## src/rtl/predCmpPkg.sv

```systemverilog
package predCmpPkg;

  typedef enum logic [2:0] {
    CT_NORMAL  = 3'd0,
    CT_UNC     = 3'd1,
    CT_AND     = 3'd2,
    CT_OR      = 3'd3,
    CT_ORANDCM = 3'd4,
    CT_ANDORCM = 3'd5
  } cmpType_e;

  typedef enum logic [3:0] {
    REL_EQ  = 4'd0,
    REL_NE  = 4'd1,
    REL_LT  = 4'd2,
    REL_LE  = 4'd3,
    REL_GT  = 4'd4,
    REL_GE  = 4'd5,
    REL_LTU = 4'd6,
    REL_LEU = 4'd7,
    REL_GTU = 4'd8,
    REL_GEU = 4'd9
  } rel_e;

  typedef enum logic [1:0] {
    FORM_REG  = 2'd0,
    FORM_IMM  = 2'd1,
    FORM_ZERO = 2'd2
  } form_e;

  localparam int unsigned LAST_TYPE = 5;
  localparam int unsigned LAST_REL  = 9;

  // Strobes from control to datapath
  typedef struct packed {
    logic wrA;
    logic wrB;
    logic valA;
    logic valB;
  } predWrStrobe_t;

endpackage

```

## src/rtl/predCmpComparator.sv

```systemverilog
module predCmpComparator
  import predCmpPkg::*;
#(
  parameter int DATA_W = 64
) (
  input  logic [DATA_W-1:0] opX,
  input  logic [DATA_W-1:0] opY,
  input  logic [3:0]        relSel,
  output logic              result
);

  logic isEq;
  logic sLess;
  logic uLess;

  always_comb begin
    isEq  = (opX == opY);
    sLess = ($signed(opX) < $signed(opY));
    uLess = (opX < opY);
  end

  always_comb begin
    case (relSel)
      REL_EQ:  result = isEq;
      REL_NE:  result = ~isEq;
      REL_LT:  result = sLess;
      REL_LE:  result = sLess | isEq;
      REL_GT:  result = ~(sLess | isEq);
      REL_GE:  result = ~sLess;
      REL_LTU: result = uLess;
      REL_LEU: result = uLess | isEq;
      REL_GTU: result = ~(uLess | isEq);
      REL_GEU: result = ~uLess;
      default: result = 1'b0;
    endcase
  end

endmodule

```

## src/rtl/predRegFile.sv

```systemverilog
module predRegFile
  import predCmpPkg::*;
#(
  parameter int NUM_PRED = 64,
  parameter int IDX_W    = $clog2(NUM_PRED)
) (
  input  logic             clk,
  input  logic             rstN,
  input  predWrStrobe_t    strobe,
  input  logic [IDX_W-1:0] dstA,
  input  logic [IDX_W-1:0] dstB,
  input  logic [IDX_W-1:0] guardIdx,
  input  logic [IDX_W-1:0] rdIdx,
  output logic             guardVal,
  output logic             rdVal
);

  logic [NUM_PRED-1:0] predBits;

  generate
    for (genvar i = 0; i < NUM_PRED; i++) begin : gEntry
      if (i == 0) begin : gHard
        assign predBits[i] = 1'b1;
      end else begin : gStore
        logic hitA;
        logic hitB;
        assign hitA = strobe.wrA && (dstA == IDX_W'(i));
        assign hitB = strobe.wrB && (dstB == IDX_W'(i));
        always_ff @(posedge clk or negedge rstN) begin
          if (!rstN) begin
            predBits[i] <= 1'b0;
          end else if (hitA) begin
            predBits[i] <= strobe.valA;
          end else if (hitB) begin
            predBits[i] <= strobe.valB;
          end
        end
      end
    end
  endgenerate

  assign guardVal = predBits[guardIdx];
  assign rdVal    = predBits[rdIdx];

endmodule

```

## src/rtl/predCmpDatapath.sv

```systemverilog
module predCmpDatapath
  import predCmpPkg::*;
#(
  parameter int DATA_W   = 64,
  parameter int IMM_W    = 8,
  parameter int NUM_PRED = 64,
  parameter int IDX_W    = $clog2(NUM_PRED)
) (
  input  logic              clk,
  input  logic              rstN,
  input  logic [1:0]        opForm,
  input  logic [3:0]        relSel,
  input  logic [DATA_W-1:0] regA,
  input  logic [DATA_W-1:0] regB,
  input  logic [IMM_W-1:0]  imm8,
  input  logic [IDX_W-1:0]  guardIdx,
  input  logic [IDX_W-1:0]  dstA,
  input  logic [IDX_W-1:0]  dstB,
  input  logic [IDX_W-1:0]  rdIdx,
  input  predWrStrobe_t     strobe,
  output logic              cmpResult,
  output logic              guardVal,
  output logic              rdVal
);

  localparam int EXT_W = DATA_W - IMM_W;

  logic [DATA_W-1:0] immExt;
  logic [DATA_W-1:0] opX;

  assign immExt = {{EXT_W{imm8[IMM_W-1]}}, imm8};

  always_comb begin
    case (opForm)
      FORM_REG: opX = regA;
      FORM_IMM: opX = immExt;
      default:  opX = '0;
    endcase
  end

  predCmpComparator #(.DATA_W(DATA_W)) uCmp (
    .opX    (opX),
    .opY    (regB),
    .relSel (relSel),
    .result (cmpResult)
  );

  predRegFile #(.NUM_PRED(NUM_PRED), .IDX_W(IDX_W)) uFile (
    .clk      (clk),
    .rstN     (rstN),
    .strobe   (strobe),
    .dstA     (dstA),
    .dstB     (dstB),
    .guardIdx (guardIdx),
    .rdIdx    (rdIdx),
    .guardVal (guardVal),
    .rdVal    (rdVal)
  );

endmodule

```

## src/rtl/predCmpCtrl.sv

```systemverilog
module predCmpCtrl
  import predCmpPkg::*;
#(
  parameter int IDX_W = 6
) (
  input  logic             valid,
  input  logic [2:0]       cmpType,
  input  logic [3:0]       relSel,
  input  logic [1:0]       opForm,
  input  logic [IDX_W-1:0] dstA,
  input  logic [IDX_W-1:0] dstB,
  input  logic             guardVal,
  input  logic             cmpResult,
  output predWrStrobe_t    strobe,
  output logic             illegalOp
);

  logic typeLegal;
  logic relLegal;
  logic formLegal;
  logic isParallel;
  logic isUnsigned;
  logic isIneq;
  logic parallelBad;
  logic sameDst;
  logic sameFault;

  always_comb begin
    typeLegal   = (32'(cmpType) <= LAST_TYPE);
    relLegal    = (32'(relSel) <= LAST_REL);
    formLegal   = (opForm != 2'd3);
    isParallel  = (cmpType >= CT_AND) && (cmpType <= CT_ANDORCM);
    isUnsigned  = (relSel >= REL_LTU) && (relSel <= REL_GEU);
    isIneq      = (relSel >= REL_LT) && (relSel <= REL_GE);
    parallelBad = isParallel && (isUnsigned || (isIneq && (opForm != FORM_ZERO)));
    sameDst     = (dstA == dstB);
    sameFault   = sameDst && (guardVal || (cmpType == CT_UNC));
    illegalOp   = valid && (!typeLegal || !relLegal || !formLegal || parallelBad || sameFault);
  end

  always_comb begin
    strobe = '0;
    if (valid && !illegalOp) begin
      case (cmpType)
        CT_NORMAL: begin
          strobe.wrA  = guardVal;
          strobe.wrB  = guardVal;
          strobe.valA = cmpResult;
          strobe.valB = ~cmpResult;
        end
        CT_UNC: begin
          strobe.wrA  = 1'b1;
          strobe.wrB  = 1'b1;
          strobe.valA = guardVal & cmpResult;
          strobe.valB = guardVal & ~cmpResult;
        end
        CT_AND: begin
          strobe.wrA  = guardVal & ~cmpResult;
          strobe.wrB  = guardVal & ~cmpResult;
        end
        CT_OR: begin
          strobe.wrA  = guardVal & cmpResult;
          strobe.wrB  = guardVal & cmpResult;
          strobe.valA = 1'b1;
          strobe.valB = 1'b1;
        end
        CT_ORANDCM: begin
          strobe.wrA  = guardVal & cmpResult;
          strobe.wrB  = guardVal & cmpResult;
          strobe.valA = 1'b1;
        end
        CT_ANDORCM: begin
          strobe.wrA  = guardVal & ~cmpResult;
          strobe.wrB  = guardVal & ~cmpResult;
          strobe.valB = 1'b1;
        end
        default: strobe = '0;
      endcase
    end
  end

endmodule

```

## src/rtl/predCmpUnit.sv

```systemverilog
module predCmpUnit
  import predCmpPkg::*;
#(
  parameter int DATA_W   = 64,
  parameter int IMM_W    = 8,
  parameter int NUM_PRED = 64,
  parameter int IDX_W    = $clog2(NUM_PRED)
) (
  input  logic              clk,
  input  logic              rstN,
  input  logic              valid,
  input  logic [2:0]        cmpType,
  input  logic [3:0]        relSel,
  input  logic [1:0]        opForm,
  input  logic [DATA_W-1:0] regA,
  input  logic [DATA_W-1:0] regB,
  input  logic [IMM_W-1:0]  imm8,
  input  logic [IDX_W-1:0]  guardIdx,
  input  logic [IDX_W-1:0]  dstA,
  input  logic [IDX_W-1:0]  dstB,
  input  logic [IDX_W-1:0]  rdIdx,
  output logic              rdVal,
  output logic              illegalOp
);

  predWrStrobe_t strobe;
  logic          cmpResult;
  logic          guardVal;

  predCmpCtrl #(.IDX_W(IDX_W)) uCtrl (
    .valid     (valid),
    .cmpType   (cmpType),
    .relSel    (relSel),
    .opForm    (opForm),
    .dstA      (dstA),
    .dstB      (dstB),
    .guardVal  (guardVal),
    .cmpResult (cmpResult),
    .strobe    (strobe),
    .illegalOp (illegalOp)
  );

  predCmpDatapath #(
    .DATA_W(DATA_W), .IMM_W(IMM_W), .NUM_PRED(NUM_PRED), .IDX_W(IDX_W)
  ) uDp (
    .clk       (clk),
    .rstN      (rstN),
    .opForm    (opForm),
    .relSel    (relSel),
    .regA      (regA),
    .regB      (regB),
    .imm8      (imm8),
    .guardIdx  (guardIdx),
    .dstA      (dstA),
    .dstB      (dstB),
    .rdIdx     (rdIdx),
    .strobe    (strobe),
    .cmpResult (cmpResult),
    .guardVal  (guardVal),
    .rdVal     (rdVal)
  );

endmodule

```

## config.mk

```make
export PLATFORM = sky130hd
export DESIGN_NAME = predCmpUnit
export DESIGN_NICKNAME = d
export VERILOG_FILES = /design/src/rtl/predCmpPkg.sv /design/src/rtl/predCmpComparator.sv /design/src/rtl/predRegFile.sv /design/src/rtl/predCmpDatapath.sv /design/src/rtl/predCmpCtrl.sv /design/src/rtl/predCmpUnit.sv
export SDC_FILE = /design/constraint.sdc
export NUM_CORES = 1
export LEC_CHECK = 0
export BUFFER_PORTS_ARGS = -buffer_cell sky130_fd_sc_hd__buf_2
export CORE_MARGIN = 3
export CORE_UTILIZATION = 47
export CTS_CLUSTER_SIZE = 24
export DETAILED_ROUTE_END_ITERATION = 10
export GPL_ROUTABILITY_DRIVEN = 0
export PLACE_DENSITY = 0.75
export RECOVER_POWER = 100
export SLEW_MARGIN = 10
export SYNTH_ARGS = -nofsm -noshare
export SYNTH_HDL_FRONTEND = slang
export SYNTH_SLANG_ARGS = --single-unit
export TNS_END_PERCENT = 100
```

## constraint.sdc

```tcl
create_clock -name clk -period 17.6 [get_ports clk]
set_input_delay 5.28 -clock clk [delete_from_list [all_inputs] [get_ports clk]]
set_output_delay 5.28 -clock clk [all_outputs]
set_load 0.1 [all_outputs]
```

---- After elaboration in Yosys (flattened, before gate mapping) ----
Index checks and enable logic that the tools add are counted.
operators by class
  order comparisons ....................... 12
  eq/ne operators ......................... 145
  muxes and demuxes ....................... 136
  bitwise logic cells ..................... 10
  reductions and logical operators ........ 213
operators with widths
  cell                                                         number
  equality test 6 bit (second input constant)                  64
  equality test 6 x 5 -> 1 bit (second input constant)         32
  logical AND 1 bit                                            134
  less-than comparator 64 bit                                  2
  2-to-1 mux 1 bit                                             128
  case mux 64 bit (2 select lines)                             1
  nonzero test 2 bit                                           63
  equality test 6 x 4 -> 1 bit (second input constant)         16
  equality test 64 bit                                         1
  equality test 6 x 3 -> 1 bit (second input constant)         8
  equality test 6 x 2 -> 1 bit (second input constant)         4
  equality test 4 x 3 -> 1 bit (second input constant)         4
  less-than comparator 6 x 7 -> 1 bit (second input constant)  2
  binary-select mux 1 bit (select 6 bit)                       2
  equality test 6 x 1 -> 1 bit (second input constant)         2
  case mux 1 bit (10 select lines)                             1
  equality test 4 x 2 -> 1 bit (second input constant)         2
  equality test 4 bit (second input constant)                  2
  <= comparator 4 bit (second input constant)                  2
  case mux 2 bit (4 select lines)                              1
  equality test 3 x 2 -> 1 bit (second input constant)         2
  equality test 3 bit (second input constant)                  2
  equality test 6 bit                                          1
  <= comparator 3 bit (second input constant)                  2
  19 further kinds                                             38
storage, ports and cells
  register bits ........................... 63
  logic and storage cells ................. 579

---- Logic depth before layout (Yosys ltp) ----
Gate-level depths: netlist of run 1.
  depth in word-level cells ............... 14
  mapped depth ............................ 20

---- Cells and area by module ----
A second synthesis of run 1 with hierarchy kept.
unflattened totals
  cell total of the unflattened synthesis .. 951
  area total of the unflattened synthesis .. 7739.9 um^2
modules (own cells, without submodules)
  module             times used  cells each  area each (um^2)  seq. area each (um^2)
  predRegFile        1           503         4762.1            1576.5
  predCmpComparator  1           258         1800.5            0.0
  predCmpDatapath    1           149         882.1             0.0
  predCmpCtrl        1           41          295.3             0.0

---- Worst setup path after synthesis of run 1 ----
OpenSTA, ideal clock, no wires.
  path type ............................... input port to output port
  start ................................... input port guardIdx[0]
  end ..................................... output port illegalOp
  arrival time ............................ 8159 ps
  data required time ...................... 12320 ps
  slack ................................... 4161 ps
  stages on the path ...................... 8
  cell sequence ........................... buf_6 buf_12 mux2i_1 mux4_2 mux4_2 a21oi_1 a21oi_2 nor2b_1
between the ends
  cells in the longest elaborated chain, start to end .. 6
RTL lines
  what                                    line               text
  start, declared                         predCmpUnit.sv:18  input logic [IDX_W-1:0] guardIdx,
  binary-select mux 1 bit (select 6 bit)  predRegFile.sv:42  assign guardVal = predBits[guardIdx];
  2-to-1 mux 1 bit (not written as such)  predRegFile.sv:42
  logical OR 1 bit                        predCmpCtrl.sv:37  sameFault = sameDst && (guardVal || (cmpType == CT_UNC));
  logical AND 1 bit                       predCmpCtrl.sv:37
  logical OR 1 bit                        predCmpCtrl.sv:38  illegalOp = valid && (!typeLegal || !relLegal || !formLegal || parallelBad || sameFault);
  logical AND 1 bit                       predCmpCtrl.sv:38
  end, declared                           predCmpUnit.sv:23  output logic illegalOp
No other way between the ends. The select of a mux whose other input is x is not followed.

---- Final worst setup path of run 1 ----
Same ends and word-level chain as after synthesis.

==> results of run 1 <==
-- per-stage QoR --
stage	util [%]	hold slack, ns	std cells
5_1_grt	55.1	0.591	1360
6_report	55.1	0.550	1360
3_5_place_dp	53.3	0.546	1344
4_1_cts	55.2	0.557	1360
3_3_place_gp	53.3	0.533	1344
2_1_floorplan	-	0.482	1025
-- cell usage after synthesis (3+ instances only) --
cell | count | share of area, %
sky130_fd_sc_hd__o32ai_1 | 6 | 0.66
sky130_fd_sc_hd__o21a_1 | 3 | 0.28
sky130_fd_sc_hd__xor2_1 | 5 | 0.55
sky130_fd_sc_hd__mux2i_1 | 18 | 2.3
sky130_fd_sc_hd__o22ai_1 | 59 | 4.6
sky130_fd_sc_hd__buf_6 | 3 | 0.42
sky130_fd_sc_hd__o211ai_1 | 4 | 0.38
sky130_fd_sc_hd__ha_1 | 65 | 10
sky130_fd_sc_hd__and3_1 | 3 | 0.23
sky130_fd_sc_hd__nor3_1 | 4 | 0.25
sky130_fd_sc_hd__mux4_1 | 9 | 3.0
sky130_fd_sc_hd__or2_2 | 6 | 0.47
sky130_fd_sc_hd__nor2_1 | 93 | 4.4
sky130_fd_sc_hd__a211oi_1 | 5 | 0.47
sky130_fd_sc_hd__a21o_1 | 61 | 5.7
sky130_fd_sc_hd__o21ai_0 | 22 | 1.4
sky130_fd_sc_hd__nor2b_1 | 14 | 1.1
sky130_fd_sc_hd__buf_1 | 7 | 0.33
sky130_fd_sc_hd__a21boi_0 | 3 | 0.28
sky130_fd_sc_hd__nand2_1 | 101 | 4.7
sky130_fd_sc_hd__mux4_2 | 29 | 8.2
sky130_fd_sc_hd__nor4_1 | 8 | 0.63
sky130_fd_sc_hd__nand4_1 | 18 | 1.4
sky130_fd_sc_hd__dfrtp_1 | 63 | 20
sky130_fd_sc_hd__buf_4 | 3 | 0.28
sky130_fd_sc_hd__a22o_1 | 4 | 0.44
sky130_fd_sc_hd__o31ai_1 | 58 | 5.4
sky130_fd_sc_hd__nand3_1 | 21 | 1.3
sky130_fd_sc_hd__a21oi_1 | 147 | 9.2
sky130_fd_sc_hd__inv_1 | 69 | 3.2
sky130_fd_sc_hd__clkbuf_1 | 47 | 2.2
sky130_fd_sc_hd__buf_2 | 20 | 1.3
sky130_fd_sc_hd__nand2b_1 | 12 | 0.94
-- final timing paths --
kind	to	slack (ns)	cells past startpoint
hold / removal	uDp.uFile.predBits[3]$_DFFE_PN0P_	0.55	1
min in group asynchronous	uDp.uFile.predBits[5]$_DFFE_PN0P_	6.24	2
setup / recovery	illegalOp	3.98	8
hold reg to reg	uDp.uFile.predBits[3]$_DFFE_PN0P_	0.55	1
max in group asynchronous	uDp.uFile.predBits[2]$_DFFE_PN0P_	9.35	2
setup reg to reg	uDp.uFile.predBits[15]$_DFFE_PN0P_	12.17	11
-- cell type report --
type	count	area share, %
Clock inverter	5	0.890
Sequential cell	63	17.3
Multi-Input combinational cell	811	63.4
Timing Repair Buffer	181	9.97
Inverter	69	2.83
Tap cell	220	3.01
Clock buffer	11	2.66
-- where the power goes --
part / internal, W / switching (W) / total [W] / leakage [nW]
Sequential: 0.000150 / 0.00000663 / 0.000156 / 0.875
Combinational: 0.0000585 / 0.0000815 / 0.000140 / 3.49
Clock: 0.000128 / 0.0000685 / 0.000196 / 0.156
Total: 0.000336 / 0.000157 / 0.000493 / 4.52
-- cell families after synthesis --
| kind of cell | Yosys count | synth area share, % |
|---|---|---|
| AOI/OAI and AO/OA | 393 | 31.2 |
| and+or+nand+nor | 288 | 16.3 |
| buffers and inverters | 151 | 8.05 |
| adders and majority gates | 65 | 10.2 |
| DFF | 63 | 19.7 |
| muxes | 58 | 13.7 |
| xor gates and xnor gates | 7 | 0.767 |
-- per-layer routing --
layer / vias up / track usage, % / wire length, um
met2: 518 / 42.8 / 12000
met3: 70 / 7.14 / 3310
met4: 0 / 8.34 / 755
met1: 4068 / 38.0 / 10300
met5: - / 0 / 0
li1: 4067 / - / -
-- worst reg2reg max path, stage by stage, from the launching register on --
cell	delay (ns)
sky130_fd_sc_hd__dfrtp_1	0.48
sky130_fd_sc_hd__mux2i_1	0.13
sky130_fd_sc_hd__mux4_2	0.50
sky130_fd_sc_hd__mux4_2	0.53
sky130_fd_sc_hd__mux2_4	0.34
sky130_fd_sc_hd__a2111oi_0	0.31
sky130_fd_sc_hd__mux2i_1	0.20
sky130_fd_sc_hd__a21boi_4	0.15
sky130_fd_sc_hd__clkbuf_1	1.32
sky130_fd_sc_hd__buf_4	0.83
sky130_fd_sc_hd__o21ai_0	0.24
sky130_fd_sc_hd__a22o_1	0.27
==> qor.tcl, run 1 <==
set qor(run_status) {complete, but fails checks}
set qor(failed_checks) {capacitance limit, slew limit}
set qor(die_h_um) 136
set qor(grt_start_max_net_pins) 83
set qor(layout.filler_cells) 1548
set qor(delay_contributed_by_the_slowest_stage_of_the_critical_path_ns) 0.86
set qor(final-setup-viol-count) 0
set qor(largest_register) {uDp.uFile.predBits}
set qor(area_delta_synth_final_pct) 14.3
set qor(clock_tree.htree_level_count) 3
set qor(worst_setup_path_end_kind) {primary output}
set qor(worst_ep_arrival_time_ns) 8.34
set qor(rr_startpoint) {uDp.uFile.predBits[9]$_DFFE_PN0P_}
set qor(largest_register_ffs) 63
set qor(antenna_found_initial) 0
set qor(num_io_pins) 174
set qor(clkSlewWorstSetupHoldPaths_ns) 0.05
set qor(relSlewSlack_pct) -137
set qor(seqCellArea_um2) 1580
set qor(layout-drive-gt1-share_pct) 20.6
set qor(root_cell_of_the_clock_tree) {sky130_fd_sc_hd__clkbuf_16}
set qor(startpoint_class) {input pin}
set qor(total_leakage_power_nw) 4.52
set qor(synth.lib_cells_used.distinct) 61
set qor(total_area_of_multi_input_combinational_cells_um2) 5790
set qor(row_count) 47
set qor(floorplan_die_area_um2) 18600
set qor(ir_worst_vdd_uv) 62.2
set qor(clock-skew-final_ns) 0.00781
set qor(final.period_utilization_pct) 77.4
set qor(ant_nets) 0
set qor(final_period_minus_worst_setup_slack_ns) 13.62
set qor(synthesis.yosys.warnings) 0
set qor(areal_power_density_over_the_cells_nw_per_um2) 53.9
set qor(syn-cell-area_um2) 7990
set qor(synth.yosys.seq_area_share_pct) 19.7
set qor(critPathLaunch) {guardIdx[0]}
set qor(drt_pass1_iterations) 5
set qor(synth-edff-count) 0
set qor(rsz_0062_raised_after_global_routing) {false}
set qor(remaining_drc_errors) 0
set qor(numCtsBuffers) 9
set qor(critPathBufInv) 2
set qor(nets_finish) 1372
set qor(achievable-frequency_mhz) 73.4
set qor(place_area_um2) 8830
set qor(dr.first_iter.drc_count) 943
set qor(dpl.hpwl_um) 19200
set qor(tritoncts_clock_tree) {built}
set qor(grtUsageTotal_pct) 27.6
set qor(ctsResizeCount) 0
set qor(syn_avg_cell_area_um2) 7.80
set qor(clock_latency_ns) 0.34
set qor(synthCells) 1025
set qor(wl_per_cell_um) 19.4
set qor(critical_path.cell_chain) {clkbuf_1 > mux4_1 > mux4_2 > mux2i_1 > o211ai_1 > a21oi_2 > nor2b_1 > buf_2}
set qor(route.vias.total) 8723
set qor(dpl_worst_slack_ns) 4.46
set qor(min-delay-start) {uDp.uFile.predBits[3]$_DFFE_PN0P_}
set qor(worstPathMaxFanout) 18
set qor(port_buffers) 173
set qor(postLayoutSetupSlackWorst_ns) 3.98
set qor(grt_pass1_vias) 7841
set qor(number_of_buffers_inserted_by_post_cts_setup_repair) 0
set qor(final_design_area_no_fill_um2) 9140
set qor(grt_pass1_wl_um) 40800
set qor(cts-hold-fix-buffers) 0
set qor(min_path_type) {register to register}
set qor(hold_viol) 0
set qor(timing_worst_setup_path_type) {input pin to primary output}
set qor(final_common_cell) {sky130_fd_sc_hd__buf_2}
set qor(timing.max_cap.violations) 3
set qor(yosys_most_used_dff) {sky130_fd_sc_hd__dfrtp_1}
set qor(critPathSlowestCell) {sky130_fd_sc_hd__clkbuf_1}
set qor(route.detailed.vias_per_inst) 6.41
set qor(cts_sinks) 63
set qor(yosys_register_bits) 63
set qor(grt_remaining_overflow) 0
set qor(worst-endpoint-required_ns) 12.32
set qor(syn_nets) 1262
set qor(fp.dieW_um) 136
set qor(most-common-layout-cells) {sky130_fd_sc_hd__buf_2 (170), sky130_fd_sc_hd__a21oi_1 (147), sky130_fd_sc_hd__nand2_1 (101), sky130_fd_sc_hd__nor2_1 (91), sky130_fd_sc_hd__inv_1 (69)}
set qor(cts_max_path_buffers) 2
set qor(crit_family) {multiplexers}
set qor(setup-tns-final_ns) 0
set qor(diode_count) 0
set qor(core_area_um2) 16600
set qor(totalWireLength_um) 26400
set qor(final-max-slew-violation-count) 168
set qor(layout_top_registers) {uDp.uFile.predBits: 63 flops}
set qor(finalPower_w) 0.000493
set qor(worst_slew_pin_slew_ns) 3.55
set qor(asyncSetResetFlopFracSynth_pct) 100
set qor(initial_cell_density_of_the_core_pct) 48.2
Note: power is estimated with default switching activity, not from simulation.
==> inputs of run 2 (changes only) <==
PLACE_DENSITY = 0.77   (was 0.75)
clock period = 11.76 ns   (was 17.6 ns; I/O delays follow)
==> qor.tcl, run 2 (synthesized netlist as in run 1, its figures left out) <==
set qor(clock-skew-final_ns) 0.00362 ;# was 0.00781 ns
set qor(num_io_pins) 174 ;# unchanged
set qor(stdcell_count) 1360 ;# unchanged
set qor(cts_sinks) 63 ;# unchanged
set qor(layout.filler_cells) 1587 ;# was 1,548
set qor(power.switching_fraction_pct) 32.8 ;# was 31.8%
set qor(ant_nets) 0 ;# unchanged
set qor(die_h_um) 136 ;# unchanged
set qor(seqCellArea_um2) 1580 ;# unchanged
set qor(remaining_drc_errors) 0 ;# unchanged
set qor(grt_pass1_vias) 7857 ;# was 7,841
set qor(cellInternalPower_w) 0.000472 ;# was 0.000336 W
set qor(final-max-slew-violation-count) 64 ;# was 168
set qor(failed_checks) {capacitance limit, slew limit} ;# unchanged
set qor(largest_register) {uDp.uFile.predBits} ;# unchanged
set qor(seqPwrFrac_pct) 33.3 ;# was 31.7%
set qor(layout-drive-gt1-share_pct) 20.6 ;# unchanged
set qor(antenna_found_initial) 0 ;# unchanged
set qor(final-setup-viol-count) 0 ;# unchanged
set qor(areal_power_density_over_the_cells_nw_per_um2) 77.2 ;# was 53.9 nW/um^2
set qor(critPathBufInv) 2 ;# unchanged
set qor(grt_start_max_net_pins) 64 ;# was 83
set qor(run_status) {complete, but fails checks} ;# unchanged
set qor(grt_pass1_wl_um) 40800 ;# about the same
set qor(final.period_utilization_pct) 85.7
set qor(final_common_cell) {sky130_fd_sc_hd__buf_2} ;# unchanged
set qor(number_of_buffers_inserted_by_post_cts_setup_repair) 0 ;# unchanged
set qor(worst_slew_pin_slew_ns) 3.61 ;# was 3.55 ns
set qor(dr.first_iter.drc_count) 853 ;# was 943
set qor(drt_pass1_iterations) 5 ;# unchanged
set qor(final_period_minus_worst_setup_slack_ns) 10.08
set qor(hold_viol) 0 ;# unchanged
set qor(delay_contributed_by_the_slowest_stage_of_the_critical_path_ns) 0.87 ;# was 0.86 ns
set qor(cts_max_path_buffers) 2 ;# unchanged
set qor(startpoint_class) {input pin} ;# unchanged
set qor(rsz_0062_raised_after_global_routing) {false} ;# unchanged
set qor(fp.dieW_um) 136 ;# unchanged
set qor(wl_per_cell_um) 19.1 ;# was 19.4 um
set qor(area_delta_synth_final_pct) 13.8 ;# was 14.3%
set qor(timing_worst_setup_path_type) {input pin to primary output} ;# unchanged
set qor(total_area_of_multi_input_combinational_cells_um2) 5780 ;# was 5790 um^2
set qor(holdWs_ns) 0.547 ;# was 0.550 ns
set qor(core_area_um2) 16600 ;# unchanged
set qor(worstPathMaxFanout) 18 ;# unchanged
set qor(reg2reg_setup_slack_ns) 7.35 ;# was 12.17 ns
set qor(tritoncts_clock_tree) {built} ;# unchanged
set qor(largest_register_ffs) 63 ;# unchanged
set qor(most-common-layout-cells) {sky130_fd_sc_hd__buf_2 (171), sky130_fd_sc_hd__a21oi_1 (147), sky130_fd_sc_hd__nand2_1 (101), sky130_fd_sc_hd__nor2_1 (91), sky130_fd_sc_hd__inv_1 (69)} ;# was sky130_fd_sc_hd__buf_2 (170), sky130_fd_sc_hd__a21oi_1 (147), sky130_fd_sc_hd__nand2_1 (101), sky130_fd_sc_hd__nor2_1 (91), sky130_fd_sc_hd__inv_1 (69)
set qor(numPlacedInstances) 1345 ;# was 1,344
set qor(initial_cell_density_of_the_core_pct) 48.2 ;# unchanged
set qor(route.detailed.vias_per_inst) 6.37 ;# was 6.41
set qor(floorplan_die_area_um2) 18600 ;# unchanged
set qor(grt_remaining_overflow) 0 ;# unchanged
set qor(dpl.hpwl_um) 19000 ;# was 19,200 um
set qor(ctsResizeCount) 0 ;# unchanged
set qor(worst_setup_path_end_kind) {primary output} ;# unchanged
set qor(port_buffers) 173 ;# unchanged
set qor(grtUsageTotal_pct) 27.5 ;# was 27.6%
set qor(ir_worst_vdd_uv) 83.2 ;# was 62.2 uV
set qor(route.vias.total) 8662 ;# was 8,723
set qor(clock_latency_ns) 0.34 ;# about the same
set qor(relSlewSlack_pct) -141 ;# was -137%
set qor(comb_power_share_pct) 29.7 ;# was 28.4%
set qor(numCtsBuffers) 9 ;# unchanged
set qor(layout_top_registers) {uDp.uFile.predBits: 63 flops} ;# unchanged
set qor(timing.max_cap.violations) 1 ;# was 3
set qor(nets_finish) 1373 ;# was 1,372
set qor(p_sw_w) 0.000230 ;# was 0.000157 W
set qor(worst-endpoint-required_ns) 8.23 ;# was 12.32 ns
set qor(clkSlewWorstSetupHoldPaths_ns) 0.05 ;# about the same
set qor(critical_path.cell_chain) {clkbuf_1 > mux4_1 > mux4_2 > mux2i_1 > o211ai_1 > a21oi_2 > nor2b_1 > buf_2} ;# unchanged
set qor(achievable-frequency_mhz) 99.2
set qor(min_path_type) {register to register} ;# unchanged
set qor(worst_ep_arrival_time_ns) 6.55 ;# was 8.34 ns
set qor(cts-hold-fix-buffers) 0 ;# unchanged
set qor(setup-tns-final_ns) 0 ;# unchanged
set qor(root_cell_of_the_clock_tree) {sky130_fd_sc_hd__clkbuf_16} ;# unchanged
set qor(critPathSlowestCell) {sky130_fd_sc_hd__clkbuf_1} ;# unchanged
set qor(clock_tree.htree_level_count) 3 ;# unchanged
set qor(totalWireLength_um) 26000 ;# was 26,400 um
set qor(crit_family) {multiplexers} ;# unchanged
set qor(pwr-share-clk_pct) 37.0 ;# was 39.9%
set qor(row_count) 47 ;# unchanged
set qor(diode_count) 0 ;# unchanged
set qor(total_leakage_power_nw) 4.51 ;# was 4.52 nW
## run 2: changes by cell type in the layout (fill, tap and decap cells not counted)
cell                         change
sky130_fd_sc_hd__clkinv_4        -1
sky130_fd_sc_hd__o2111ai_2       -1
sky130_fd_sc_hd__clkbuf_8        -1
sky130_fd_sc_hd__buf_2           +1
sky130_fd_sc_hd__o2111ai_1       +1
sky130_fd_sc_hd__buf_4           +1
sky130_fd_sc_hd__clkbuf_1        -1
sky130_fd_sc_hd__clkinvlp_4      -1
sky130_fd_sc_hd__bufinv_16       -1
sky130_fd_sc_hd__clkinv_2        +3
## run 2: area by class of cell
| cell class | count | area share [%] |
|---|---|---|
| Multi-Input combinational cell | 811 | 63.6 |
| Sequential cell | 63 | 17.3 |
| Timing Repair Buffer | 182 | 10.1 |
| Tap cell | 220 | 3.03 |
| Inverter | 69 | 2.85 |
| Clock buffer | 10 | 2.52 |
| Clock inverter | 5 | 0.550 |
## run 2: stage by stage
step	utilization, %	area (um^2)	setup slack [ns]	total power (W)
2_1_floorplan	-	7990	1.83	0.000372
3_3_place_gp	53.3	8840	2.25	0.000437
3_5_place_dp	53.3	8840	2.19	0.000442
4_1_cts	55.0	9120	2.18	0.000699
5_1_grt	54.8	9090	1.21	0.000734
6_report	54.8	9090	1.68	0.000702
## run 2: worst paths after layout
path | start | end | depth (start not counted)
min in group asynchronous | rstN | uDp.uFile.predBits[4]$_DFFE_PN0P_ | 2
hold / removal | uDp.uFile.predBits[3]$_DFFE_PN0P_ | uDp.uFile.predBits[3]$_DFFE_PN0P_ | 1
setup / recovery | guardIdx[0] | illegalOp | 8
hold reg to reg | uDp.uFile.predBits[3]$_DFFE_PN0P_ | uDp.uFile.predBits[3]$_DFFE_PN0P_ | 1
setup reg to reg | uDp.uFile.predBits[9]$_DFFE_PN0P_ | uDp.uFile.predBits[13]$_DFFE_PN0P_ | 10
max in group asynchronous | rstN | uDp.uFile.predBits[34]$_DFFE_PN0P_ | 2
## run 2: power by group through the flow
| stage | clock network [W] | registers (W) | logic (W) |
|---|---|---|---|
| floorplan | 0 | 0.000231 | 0.000140 |
| global placement | 0 | 0.000236 | 0.000201 |
| detailed placement | 0 | 0.000236 | 0.000206 |
| CTS | 0.000259 | 0.000233 | 0.000207 |
| global route | 0.000269 | 0.000234 | 0.000231 |
| finish | 0.000260 | 0.000234 | 0.000208 |
## run 2: metal layers
| metal | GRT usage [%] | wire length, um |
|---|---|---|
| met3 | 5.96 | 2990 |
| met1 | 37.9 | 10600 |
| met5 | 0 | 0 |
| met4 | 7.89 | 578 |
| met2 | 43.5 | 11900 |
==> inputs of run 3 (changes only) <==
CORE_UTILIZATION = 45   (was 47)
PLACE_DENSITY = 0.75   (was 0.77)
==> qor.tcl, run 3 (synthesized netlist as in run 1, its figures left out) <==
set qor(totalWireLength_um) 25900 ;# was 26,000 um
set qor(initial_cell_density_of_the_core_pct) 46.0 ;# was 48.2%
set qor(worst_ep_arrival_time_ns) 6.62 ;# was 6.55 ns
set qor(dr.first_iter.drc_count) 902 ;# was 853
set qor(ant_nets) 0 ;# unchanged
set qor(run_status) {complete, but fails checks} ;# unchanged
set qor(wl_per_cell_um) 19.0 ;# was 19.1 um
set qor(remaining_drc_errors) 0 ;# unchanged
set qor(final_common_cell) {sky130_fd_sc_hd__buf_2} ;# unchanged
set qor(achievable-frequency_mhz) 98.6 ;# was 99.2 MHz
set qor(hold_viol) 0 ;# unchanged
set qor(route.detailed.vias_per_inst) 6.31 ;# was 6.37
set qor(core_area_um2) 17400 ;# was 16,600 um^2
set qor(p_sw_w) 0.000231 ;# was 0.000230 W
set qor(tritoncts_clock_tree) {built} ;# unchanged
set qor(startpoint_class) {input pin} ;# unchanged
set qor(grt_remaining_overflow) 0 ;# unchanged
set qor(relSlewSlack_pct) -146 ;# was -141%
set qor(clock_latency_ns) 0.34 ;# about the same
set qor(power.switching_fraction_pct) 32.5 ;# was 32.8%
set qor(numCtsBuffers) 9 ;# unchanged
set qor(grt_start_max_net_pins) 75 ;# was 64
set qor(finalPower_w) 0.000710 ;# was 0.000702 W
set qor(route.vias.total) 8601 ;# was 8,662
set qor(final.period_utilization_pct) 86.3 ;# was 85.7%
set qor(diode_count) 0 ;# unchanged
set qor(largest_register_ffs) 63 ;# unchanged
set qor(die_h_um) 139 ;# was 136 um
set qor(setup-tns-final_ns) 0 ;# unchanged
set qor(ir_worst_vdd_uv) 76.1 ;# was 83.2 uV
set qor(number_of_buffers_inserted_by_post_cts_setup_repair) 0 ;# unchanged
set qor(holdWs_ns) 0.552 ;# was 0.547 ns
set qor(timing_worst_setup_path_type) {input pin to primary output} ;# unchanged
set qor(fp.dieW_um) 139 ;# was 136 um
set qor(timing.max_cap.violations) 2 ;# was 1
set qor(failed_checks) {capacitance limit, slew limit} ;# unchanged
set qor(layout_top_registers) {uDp.uFile.predBits: 63 flops} ;# unchanged
set qor(cts-hold-fix-buffers) 0 ;# unchanged
set qor(ctsResizeCount) 0 ;# unchanged
set qor(final_period_minus_worst_setup_slack_ns) 10.14 ;# was 10.08 ns
set qor(r2r_cells) 10 ;# unchanged
set qor(worst-endpoint-required_ns) 8.23 ;# about the same
set qor(area_delta_synth_final_pct) 13.9 ;# was 13.8%
set qor(row_count) 48 ;# was 47
set qor(grtUsageTotal_pct) 25.8 ;# was 27.5%
set qor(final-max-slew-violation-count) 117 ;# was 64
set qor(antenna_found_initial) 0 ;# unchanged
set qor(worst_slew_pin_slew_ns) 3.68 ;# was 3.61 ns
set qor(largest_register) {uDp.uFile.predBits} ;# unchanged
set qor(num_io_pins) 174 ;# unchanged
set qor(worst_setup_path_end_kind) {primary output} ;# unchanged
set qor(nets_finish) 1371 ;# was 1,373
set qor(port_buffers) 173 ;# unchanged
set qor(final-setup-viol-count) 0 ;# unchanged
set qor(most-common-layout-cells) {sky130_fd_sc_hd__buf_2 (170), sky130_fd_sc_hd__a21oi_1 (147), sky130_fd_sc_hd__nand2_1 (101), sky130_fd_sc_hd__nor2_1 (91), sky130_fd_sc_hd__inv_1 (69)} ;# was sky130_fd_sc_hd__buf_2 (171), sky130_fd_sc_hd__a21oi_1 (147), sky130_fd_sc_hd__nand2_1 (101), sky130_fd_sc_hd__nor2_1 (91), sky130_fd_sc_hd__inv_1 (69)
set qor(cts_max_path_buffers) 2 ;# unchanged
set qor(layout-drive-gt1-share_pct) 20.5 ;# was 20.6%
set qor(worstPathMaxFanout) 18 ;# unchanged
set qor(pwr-share-clk_pct) 37.9 ;# was 37.0%
set qor(dpl.hpwl_um) 18400 ;# was 19,000 um
set qor(total_leakage_power_nw) 4.50 ;# was 4.51 nW
set qor(clock_tree.htree_level_count) 3 ;# unchanged
set qor(grt_pass1_wl_um) 41200 ;# was 40,800 um
set qor(grt_pass1_vias) 8069 ;# was 7,857
set qor(cts_sinks) 63 ;# unchanged
set qor(numPlacedInstances) 1348 ;# was 1,345
set qor(clkSlewWorstSetupHoldPaths_ns) 0.06 ;# was 0.05 ns
set qor(rsz_0062_raised_after_global_routing) {false} ;# unchanged
set qor(drt_pass1_iterations) 5 ;# unchanged
set qor(areal_power_density_over_the_cells_nw_per_um2) 78.0 ;# was 77.2 nW/um^2
set qor(comb_power_share_pct) 29.3 ;# was 29.7%
set qor(cellInternalPower_w) 0.000479 ;# was 0.000472 W
set qor(min_path_type) {register to register} ;# unchanged
set qor(hold-path-cell-count) 2 ;# was 1
set qor(stdcell_count) 1364 ;# was 1,360
set qor(final_util_pct) 52.5 ;# was 54.8%
set qor(clock-skew-final_ns) 0.00870 ;# was 0.00362 ns
set qor(seqPwrFrac_pct) 32.8 ;# was 33.3%
set qor(floorplan_die_area_um2) 19400 ;# was 18,600 um^2
set qor(root_cell_of_the_clock_tree) {sky130_fd_sc_hd__clkbuf_16} ;# unchanged
-- run 3: area by class of cell --
class                   count  area, um^2
clock buffers              12         246
clock inverters             4        45.0
fillers                  1601        8250
inverters                  69         259
multi-input cells         811        5790
flip-flops and latches     63        1580
well taps                 225         282
repair buffers            180         905
-- run 3: path summary, 6_finish.rpt --
| kind | end | from | slack, ns |
|---|---|---|---|
| setup / recovery | illegalOp | guardIdx[0] | 1.62 |
| hold / removal | uDp.uFile.predBits[53]$_DFFE_PN0P_ | uDp.uFile.predBits[53]$_DFFE_PN0P_ | 0.55 |
| setup reg to reg | uDp.uFile.predBits[41]$_DFFE_PN0P_ | uDp.uFile.predBits[9]$_DFFE_PN0P_ | 6.90 |
| hold reg to reg | uDp.uFile.predBits[53]$_DFFE_PN0P_ | uDp.uFile.predBits[53]$_DFFE_PN0P_ | 0.55 |
| max in group asynchronous | uDp.uFile.predBits[57]$_DFFE_PN0P_ | rstN | 5.13 |
| min in group asynchronous | uDp.uFile.predBits[22]$_DFFE_PN0P_ | rstN | 4.56 |
-- run 3: through the flow --
step / instance area, um^2 / worst slack [ns]
after floorplan: 7990 / 1.83
after global placement: 8830 / 2.22
after detailed placement: 8830 / 2.19
after CTS: 9120 / 2.13
after global routing: 9100 / 1.11
final: 9100 / 1.62
-- run 3: routing by layer --
| layer | share of wire [%] | track usage (%) | routed length (um) |
|---|---|---|---|
| met5 | 0 | 0 | 0 |
| met2 | 46 | 41.0 | 12000 |
| met4 | 2.8 | 7.52 | 733 |
| met3 | 11 | 6.36 | 2850 |
| met1 | 40 | 34.9 | 10400 |
-- run 3: critical path: stages --
cell	delay, ns
sky130_fd_sc_hd__clkbuf_1	0.88
sky130_fd_sc_hd__mux4_1	0.68
sky130_fd_sc_hd__mux4_2	0.51
sky130_fd_sc_hd__mux2i_1	0.27
sky130_fd_sc_hd__o211ai_1	0.16
sky130_fd_sc_hd__a21oi_2	0.20
sky130_fd_sc_hd__nor2b_1	0.07
sky130_fd_sc_hd__buf_2	0.29
-- run 3: power by group through the flow --
stage          Sequential (W)  Combinational (W)  Clock [W]
2_1_floorplan        0.000231           0.000140          0
3_3_place_gp         0.000236           0.000202          0
3_5_place_dp         0.000236           0.000205          0
4_1_cts              0.000232           0.000207   0.000268
5_1_grt              0.000233           0.000232   0.000277
6_report             0.000233           0.000208   0.000269
